### src/rtl/pgen_pkg.sv
package pgen_pkg;

   localparam int unsigned LFSR_COUNT = 6;
   localparam int unsigned ORDER_MAX  = 31;

   typedef enum logic [2:0] {
      PAT_P7     = 3'd0,
      PAT_P9     = 3'd1,
      PAT_P13    = 3'd2,
      PAT_P15    = 3'd3,
      PAT_P23    = 3'd4,
      PAT_P31    = 3'd5,
      PAT_SQUARE = 3'd6,
      PAT_TOGGLE = 3'd7
   } pat_e;

   // degree of the generator polynomial for LFSR slot k
   function automatic int unsigned lfsr_order(input int unsigned k);
      case (k)
         0: return 7;
         1: return 9;
         2: return 13;
         3: return 15;
         4: return 23;
         default: return 31;
      endcase
   endfunction

   // feedback mask: bit j set means term x^(j+1)
   function automatic logic [ORDER_MAX-1:0] lfsr_taps(input int unsigned k);
      case (k)
         0: return 31'h0000_0060;
         1: return 31'h0000_0110;
         2: return 31'h0000_1803;
         3: return 31'h0000_6000;
         4: return 31'h0042_0000;
         default: return 31'h4800_0000;
      endcase
   endfunction

endpackage

### src/rtl/pgen_lfsr.sv
module pgen_lfsr #(
   parameter int unsigned ORDER = 7,
   parameter logic [ORDER-1:0] MASK = 7'h60,
   parameter int unsigned W = 16
) (
   input  logic         clk_i,
   input  logic         rst_i,
   input  logic         load_i,
   input  logic         step_i,
   output logic [W-1:0] word_o
);

   if (ORDER < 2) begin : g_bad_order
      $error("pgen_lfsr: ORDER must be at least 2");
   end
   if (MASK[ORDER-1] != 1'b1) begin : g_bad_mask
      $error("pgen_lfsr: top polynomial term missing from MASK");
   end

   localparam logic [ORDER-1:0] SEED = '1;

   logic [ORDER-1:0] state_q;
   logic [ORDER-1:0] state_nx;

   always_comb begin
      logic [ORDER-1:0] s;
      logic             nb;
      s = state_q;
      word_o = '0;
      for (int i = 0; i < int'(W); i++) begin
         nb = ^(s & MASK);
         s = {s[ORDER-2:0], nb};
         word_o[i] = nb;
      end
      state_nx = s;
   end

   always_ff @(posedge clk_i) begin
      if (rst_i || load_i) begin
         state_q <= SEED;
      end else if (step_i) begin
         state_q <= state_nx;
      end
   end

   assert_state_nonzero_R1: assert property (@(posedge clk_i) disable iff (rst_i)
      !$past(rst_i) |-> (state_q != '0));

endmodule

### src/rtl/pgen_fixed.sv
module pgen_fixed #(
   parameter int unsigned W    = 16,
   parameter int unsigned HALF = 32
) (
   input  logic         clk_i,
   input  logic         rst_i,
   input  logic         load_i,
   input  logic         step_i,
   input  logic         toggle_i,
   output logic [W-1:0] word_o
);

   localparam int unsigned PERIOD = 2 * HALF;
   localparam int unsigned PW     = $clog2(PERIOD);

   if ((HALF < 1) || ((PERIOD & (PERIOD - 1)) != 0)) begin : g_bad_half
      $error("pgen_fixed: 2*HALF must be a power of two");
   end

   logic [PW-1:0] pos_q;

   always_comb begin
      logic [PW-1:0] p;
      word_o = '0;
      for (int i = 0; i < int'(W); i++) begin
         p = pos_q + PW'(i);
         word_o[i] = toggle_i ? ~p[0] : ~p[PW-1];
      end
   end

   always_ff @(posedge clk_i) begin
      if (rst_i || load_i) begin
         pos_q <= '0;
      end else if (step_i) begin
         pos_q <= pos_q + PW'(W);
      end
   end

   assert_phase_restart_R5: assert property (@(posedge clk_i) disable iff (rst_i)
      load_i |=> (pos_q == '0));

endmodule

### src/rtl/pgen_inject.sv
module pgen_inject (
   input  logic clk_i,
   input  logic rst_i,
   input  logic force_i,
   input  logic edge_mode_i,
   input  logic take_i,
   output logic flip_o
);

   logic force_q;
   logic pend_q;
   logic request;

   assign request = force_i && (!edge_mode_i || !force_q);
   assign flip_o  = request || pend_q;

   always_ff @(posedge clk_i) begin
      if (rst_i) begin
         force_q <= 1'b0;
         pend_q  <= 1'b0;
      end else begin
         force_q <= force_i;
         pend_q  <= flip_o && !take_i;
      end
   end

   assert_edge_single_R9: assert property (@(posedge clk_i) disable iff (rst_i)
      (edge_mode_i && flip_o && force_i && take_i) |=> (!edge_mode_i || !flip_o));

   assert_level_each_R8: assert property (@(posedge clk_i) disable iff (rst_i)
      (!edge_mode_i && force_i) |-> flip_o);

endmodule

### src/rtl/pgen_top.sv
module pgen_top #(
   parameter int unsigned W        = 16,
   parameter int unsigned SQ_HALF  = 32
) (
   input  logic         clk_i,
   input  logic         rst_i,
   input  logic [2:0]   sel_i,
   input  logic         en_i,
   input  logic         force_err_i,
   input  logic         force_edge_i,
   input  logic         invert_i,
   output logic [W-1:0] data_o,
   output logic         valid_o
);
   import pgen_pkg::*;

   if (W < 1) begin : g_bad_width
      $error("pgen_top: W must be at least 1");
   end

   pat_e         sel_q;
   logic         change;
   logic         take;
   logic         flip;
   logic [W-1:0] lw [LFSR_COUNT];
   logic [W-1:0] fw;
   logic [W-1:0] raw;
   logic [W-1:0] err_mask;

   assign change = (sel_i != sel_q);
   assign take   = en_i && !change;

   for (genvar k = 0; k < LFSR_COUNT; k++) begin : g_lfsr
      localparam int unsigned      ORD = lfsr_order(k);
      localparam logic [30:0]      TAP = lfsr_taps(k);
      pgen_lfsr #(
         .ORDER (ORD),
         .MASK  (TAP[ORD-1:0]),
         .W     (W)
      ) i_lfsr (
         .clk_i  (clk_i),
         .rst_i  (rst_i),
         .load_i (change),
         .step_i (take && (sel_q == pat_e'(k))),
         .word_o (lw[k])
      );
   end

   pgen_fixed #(
      .W    (W),
      .HALF (SQ_HALF)
   ) i_fixed (
      .clk_i    (clk_i),
      .rst_i    (rst_i),
      .load_i   (change),
      .step_i   (take && (sel_q == PAT_SQUARE || sel_q == PAT_TOGGLE)),
      .toggle_i (sel_q == PAT_TOGGLE),
      .word_o   (fw)
   );

   pgen_inject i_inject (
      .clk_i       (clk_i),
      .rst_i       (rst_i),
      .force_i     (force_err_i),
      .edge_mode_i (force_edge_i),
      .take_i      (take),
      .flip_o      (flip)
   );

   always_comb begin
      case (sel_q)
         PAT_P7:  raw = lw[0];
         PAT_P9:  raw = lw[1];
         PAT_P13: raw = lw[2];
         PAT_P15: raw = lw[3];
         PAT_P23: raw = lw[4];
         PAT_P31: raw = lw[5];
         default: raw = fw;
      endcase
      err_mask    = '0;
      err_mask[0] = flip;
   end

   always_ff @(posedge clk_i) begin
      if (rst_i) begin
         sel_q   <= pat_e'(sel_i);
         data_o  <= '0;
         valid_o <= 1'b0;
      end else begin
         sel_q   <= pat_e'(sel_i);
         valid_o <= take;
         if (take) begin
            data_o <= (raw ^ err_mask) ^ {W{invert_i}};
         end
      end
   end

   assert_idle_hold_R11: assert property (@(posedge clk_i) disable iff (rst_i)
      !en_i |=> ($stable(data_o) && !valid_o));

   assert_reload_quiet_R12: assert property (@(posedge clk_i) disable iff (rst_i)
      (sel_i != sel_q) |=> (!valid_o && $stable(data_o)));

   assert_valid_source_R11: assert property (@(posedge clk_i) disable iff (rst_i)
      valid_o |-> $past(en_i));

endmodule

### config.mk
export PLATFORM = sky130hd
export DESIGN_NAME = pgen_top
export DESIGN_NICKNAME = d
export VERILOG_FILES = /design/src/rtl/pgen_pkg.sv /design/src/rtl/pgen_lfsr.sv /design/src/rtl/pgen_fixed.sv /design/src/rtl/pgen_inject.sv /design/src/rtl/pgen_top.sv
export SDC_FILE = /design/constraint.sdc
export NUM_CORES = 1
export LEC_CHECK = 0
export ABC_AREA = 1
export BUFFER_PORTS_ARGS = -buffer_cell sky130_fd_sc_hd__buf_2
export CORE_MARGIN = 2
export CORE_UTILIZATION = 65
export CTS_CLUSTER_DIAMETER = 30
export DETAILED_ROUTE_END_ITERATION = 7
export PLACE_DENSITY = 0.89
export SLEW_MARGIN = 20
export SYNTH_ARGS = -nofsm -noshare
export SYNTH_HDL_FRONTEND = slang
export SYNTH_SLANG_ARGS = --single-unit
### constraint.sdc
create_clock -name clk_i -period 4.3 [get_ports clk_i]
set_input_delay 0.43 -clock clk_i [delete_from_list [all_inputs] [get_ports clk_i]]
set_output_delay 0.43 -clock clk_i [all_outputs]
set_load 0.05 [all_outputs]
## Yosys cells after proc, flatten, opt, wreduce, memory -nomap -nowiden

Index checks and enable logic that the tools add are counted.

| word-level totals | value |
|---|---|
| flip-flop bits (word level) | 126 |
| word-level logic and storage cells | 202 |
| input bits | 9 |
| output and inout port bits | 17 |

| cells by class | value |
|---|---|
| bitwise operators | 34 |
| equality and inequality tests | 8 |
| reductions and logical operators | 115 |
| mux-type cells | 17 |
| $add $sub $neg | 16 |

Operators with widths:

| kind | count |
|---|---|
| parity 31 bit | 16 |
| parity 23 bit | 16 |
| parity 15 bit | 16 |
| parity 13 bit | 16 |
| parity 9 bit | 16 |
| parity 7 bit | 16 |
| case mux 16 bit (6 select lines) | 1 |
| adder 6 x 4 -> 6 bit, second input constant | 8 |
| inverter 1 bit | 32 |
| adder 6 x 3 -> 6 bit, second input constant | 4 |
| two-way mux 1 bit | 16 |
| bitwise XOR 16 x 1 -> 16 bit | 1 |
| bitwise XOR 16 bit | 1 |
| adder 6 x 2 -> 6 bit, second input constant | 2 |
| equality test 3 bit, second input constant | 4 |
| logical AND 1 bit | 10 |
| adder 6 x 1 -> 6 bit, second input constant | 1 |
| adder 6 x 5 -> 6 bit, second input constant | 1 |
| equality test 3 x 2 -> 1 bit, second input constant | 2 |
| zero test 1 bit | 4 |
| logical OR 1 bit | 4 |
| equality test 3 x 1 -> 1 bit, second input constant | 1 |
| zero test 3 bit | 1 |
| inequality test 3 bit | 1 |

## Longest topological paths before layout

| depth | value |
|---|---|
| depth after elaboration | 19 |
| mapped depth | 24 |
| mapped depth without buffers | 23 |

## Modules after synthesis

A second synthesis with hierarchy kept.

| second synthesis, totals | value |
|---|---|
| cell total of the unflattened synthesis | 1293 |
| area, all modules | 8191.6 um2 |

Modules (own cells, without submodules):

| module | instances | cells an instance | sequential area each (um2) | area an instance (um2) |
|---|---|---|---|---|
| pgen_top | 1 | 415 | 400.4 | 2267.2 |
| pgen_lfsr (g_lfsr[5].i_lfsr) | 1 | 232 | 620.6 | 1496.4 |
| pgen_lfsr (g_lfsr[4].i_lfsr) | 1 | 189 | 460.4 | 1166.1 |
| pgen_lfsr (g_lfsr[2].i_lfsr) | 1 | 148 | 260.2 | 1022.2 |
| pgen_lfsr (g_lfsr[3].i_lfsr) | 1 | 94 | 300.3 | 765.7 |
| pgen_lfsr (g_lfsr[1].i_lfsr) | 1 | 99 | 180.2 | 668.1 |
| pgen_lfsr (g_lfsr[0].i_lfsr) | 1 | 75 | 140.1 | 514.2 |
| pgen_fixed | 1 | 31 | 40.0 | 214.0 |
| pgen_inject | 1 | 10 | 40.0 | 77.6 |

## Worst setup path after synthesis

Ideal clock, no wire load.

| timing path | value |
|---|---|
| path kind | register -> register |
| start point | register g_lfsr[2].i_lfsr.state_q[9] |
| end point | register data_o[14] |
| path buffers | 1 |
| arrival time | 1.882 ns |
| path slack | 2.304 ns |
| required time | 4.186 ns |
| cell stages (with the launch flop) | 23 |
| setup time | 0.114 ns |
| period minus slack after synthesis | 1.996 ns |
| cell sequence | dfxtp_1 -> buf_6 -> inv_2 -> nand2_2 -> nand2_2 -> nand2_2 -> nand2_4 -> nand2_2 -> nand3_2 -> nand2_2 -> nand2_2 -> nand2_2 -> nand2_4 -> nand3b_1 -> nand2_2 -> nand2_2 -> nand2_2 -> nand2_1 -> nand3_1 -> nand2_1 -> nand3_1 -> nand3_1 -> nand2_1 |

| between the ends | value |
|---|---|
| longest elaborated chain between the ends | 16 |

Ends and longest elaborated chain:

| what | line | text |
|---|---|---|
| start: declaration | pgen_lfsr.sv:22 | `logic [ORDER-1:0] state_q;` |
| start signal: assignment | pgen_lfsr.sv:42 | `state_q <= state_nx;` |
| parity 13 bit (12 in series) | pgen_lfsr.sv:31 | `nb = ^(s & MASK);` |
| parity 13 bit * | pgen_lfsr.sv:31 |  |
| case mux 16 bit (6 select lines) * | pgen_top.sv:71 | `case (sel_q)` |
| bitwise XOR 16 x 1 -> 16 bit * | pgen_top.sv:93 | `data_o <= (raw ^ err_mask) ^ {W{invert_i}};` |
| bitwise XOR 16 bit * | pgen_top.sv:93 |  |
| end signal: assignment | pgen_top.sv:93 |  |
| end: declaration | pgen_top.sv:12 | `output logic [W-1:0] data_o,` |

Mark *: on every way between the ends. The rest lies on a longest branch, timed or not.
A chain may end at the register's enable or synchronous reset.

## Worst setup path in the final report

| timing path | value |
|---|---|
| start point | register sel_q[2] |
| end point | register g_lfsr[4].i_lfsr.state_q[7] |

| between the ends | value |
|---|---|
| longest elaborated chain between the ends | 4 |
| elaborated cells on any way between the ends | 6 |
| classes of those cells | 2 x eq/ne; 4 x reduce/logical |

Ends and longest elaborated chain:

| what | line | text |
|---|---|---|
| start: declaration | pgen_top.sv:21 | `pat_e sel_q;` |
| start signal: assignment | pgen_top.sv:86 | `sel_q <= pat_e'(sel_i);` |
| start signal: assignment | pgen_top.sv:90 | `sel_q <= pat_e'(sel_i);` |
| inequality test 3 bit | pgen_top.sv:30 | `assign change = (sel_i != sel_q);` |
| zero test 1 bit | pgen_top.sv:31 | `assign take = en_i && !change;` |
| logical AND 1 bit | pgen_top.sv:31 |  |
| logical AND 1 bit | pgen_top.sv:44 | `.step_i (take && (sel_q == pat_e'(k))),` |
| end signal: assignment | pgen_lfsr.sv:42 |  |
| end: declaration | pgen_lfsr.sv:22 |  |

Parallel ways exist; a longest one is shown, timed or not.

==> reports/results.ini <==
[status]
status = finished, final reports clean

[synth]
yosysSeqAreaShare_pct = 38.14
yosysWarnings = 0
synthFlopType = dfxtp_1
synth_area_leaders = dfxtp_1, nand2_1, xor2_1
syn_inst = 840
async_reset_ff_share_pct = 0
ys_ff_latch = 122
synth_nets = 849
syn_area_sq_mm = 0.006404
syn_area_per_cell_sq_um = 7.623
ys_types = 40
yosys.area.top_type = dfxtp_1
synth_top_area_share_pct = 38.14
synth_edf_count = 0

[clock_network]
ctsLongestPathBuffers = 2
clk_latency_ns = 0.52
cts_resized = 0
clock_sinks = 122
post_cts_buffers = 0
cts_buffers = 17
cts_hold_buf = 0
cts_tree = built
clockRootBuffer = clkbuf_8
htree_levels = 4
clkTransAtPathRegs_ns = 0.06

[grt]
gr-total-overflow = 0
grt_max_degree = 52
grt_pass1_vias = 5479
grt_first_pass_wirelength_mm = 27.37
antenna_found_initial = 0
grtUsageTotal_pct = 33.77

[detailed_routing]
drt_iter0_drc = 636
dr.pass1.iters = 6
drt-wirelength-per-cell_microns = 17.69
via_per_inst = 6.086
routed_wl_mm = 17.60
vias = 6056
ant_nets = 0
drc = 0

[layout]
instances_no_fill = 995
area_growth_pct = 11.14
drive_gt1_share_pct = 11.83
register_area_sq_mm = 0.002442
multiInputGateArea_sq_mm = 0.003521
final_common_cell = nand2_1
finish.utilization_pct = 73.49
layout_common_cells = nand2_1, dfxtp_1, xor2_1, nand3_1, inv_1
finalNetCount = 859
antenna_cells = 0
fill_cells = 721

[hold_path]
hold_class = in2reg
whs_endpoint = sel_q[0]
min_path_cells = 1
hold_start = sel_i[0]

[sta]
period_share_pct = 76.57
setup_viol_count_final = 0
skew_ns = 0.008757
fmax_ghz = 0.3037
setup_tns_ns = 0
tightestPinTransition_ns = 0.9080
rsz0062_at_grt = no
setup_ws_ns = 1.007
max_slew_margin_pct = 39.09
period_needed_ns = 3.293
drv_slew = 0
hold_viol_final = 0

[power_and_ir_drop]
p_per_area_mw_per_mm2 = 368.7
power_mw = 2.624
p_leak_nw = 3.276
ir_drop_uv = 300.8

[floorplanning]
row_count = 36
core_area_sq_mm = 0.009684
die_h_microns = 103.3
io_pins = 26
fp.dieW_microns = 103.3
start_util_pct = 66.12
die-area_sq_mm = 0.01066

[place]
gp_congestion = 0.9881
numPortBuffers = 25
dp_slack_ns = 1.067
hpwlAfterDp_mm = 12.47
dp_cells = 964

[worst_setup_path]
crit_family = simple AND/OR/NAND/NOR gates
crit_chain = xor2_1, nor3_1, nand2_1, buf_4, nor2_1, clkinv_1, nand2_1, o211ai_1
r2r_setup_slack_ns = 1.01
path_class = reg2reg
worstPathMaxFanout = 51
required_ns = 4.65
reg2reg_to = g_lfsr[4].i_lfsr.state_q[7]
critPathBufInv = 2
crit_path_frequent_cell = nand2_1
worstRegToRegCells = 8
cp_slowest_cell = clkinv_1
regToRegStartpoint = sel_q[2]
start_kind = flip-flop
crit_path_end_kind = flip-flop
crit_arrival_ns = 3.65
max_stage_delay_ns = 0.78

[job]
drv_cap = 0

worst reg2reg max path: cells and delay by family, from the launching register on:
kind / cells / cell delay [ns]
AOI/OAI and AO/OA: 1 / 0.12
xor gates and xnor gates: 1 / 0.12
buffers and inverters: 2 / 1.09
DFF: 1 / 0.52
and+or+nand+nor: 4 / 1.28
Yosys cell counts (all sizes together), types with 3 or more instances:
cell / n
o2111ai: 4
a211oi: 3
clkbuf: 28
o221ai: 15
a21oi: 17
o31ai: 4
o21ai: 31
a221oi: 3
a22oi: 3
nor3: 8
o211ai: 54
dfxtp: 122
nand4: 6
xor2: 84
nor2: 27
inv: 64
xnor2: 26
clkinv: 5
buf: 13
nand3: 70
nand2: 241
o41ai: 3
per-stage QoR:
stage | area (sq um) | hold slack, ns
after detailed placement | 6579 | 0.4596
after global routing | 7117 | 0.02046
after floorplan | 6404 | 0.4423
after global placement | 6579 | 0.4523
after CTS | 7117 | 0.02893
final | 7117 | 0.03121
cell type report:
| type | instances | area share [%] |
|---|---|---|
| multi-input cells | 608 | 49.47 |
| flip-flops and latches | 122 | 34.32 |
| clock inverters | 14 | 1.741 |
| repair buffers | 32 | 2.672 |
| clock buffers | 17 | 5.819 |
| inverters | 69 | 3.639 |
| well taps | 133 | 2.338 |
state kept, by name, indices dropped and copies added, names as in the netlist:
name                   flops
i_fixed.pos_q              2
sel_q                      3
valid_o                    1
i_inject.pend_q            1
data_o                    16
i_inject.force_q           1
g_lfsr.i_lfsr.state_q     98
kinds of logic after synthesis:
group           Yosys count  synth area share [%]
simple gates            357                 24.66
xor+xnor                110                 15.16
compound gates          141                 15.16
flops                   122                 38.14
buf+inv                 110                 6.878
metal layers:
| metal | share of wire (%) | global-route usage [%] | vias to the layer above |
|---|---|---|---|
| met2 | 46 | 53.60 | 331 |
| met3 | 8.8 | 8.468 | 85 |
| met4 | 4.6 | 16.70 | 0 |
| met5 | 0 | 0 | - |
| li1 | - | - | 2819 |
| met1 | 40 | 42.98 | 2821 |
worst max-delay path by stage:
stage / end / cells after the start / slack (ns) / start
floorplan: data_o[14] / 22 / 2.30 / g_lfsr[2].i_lfsr.state_q[9]
global placement: g_lfsr[4].i_lfsr.state_q[9] / 8 / 1.31 / sel_i[2]
detailed placement: g_lfsr[4].i_lfsr.state_q[7] / 9 / 1.07 / sel_i[2]
CTS: g_lfsr[4].i_lfsr.state_q[7] / 8 / 1.12 / sel_q[2]
global route: g_lfsr[4].i_lfsr.state_q[7] / 8 / 0.73 / sel_q[2]
finish: g_lfsr[4].i_lfsr.state_q[7] / 8 / 1.01 / sel_q[2]
where the power goes:
| group | switching (mW) | leakage, nW | internal, mW |
|---|---|---|---|
| sequential | 0.00898 | 0.989 | 1.14 |
| clock | 0.541 | 0.257 | 0.764 |
| combinational | 0.125 | 2.03 | 0.0432 |
(Power assumes the default switching activity.)
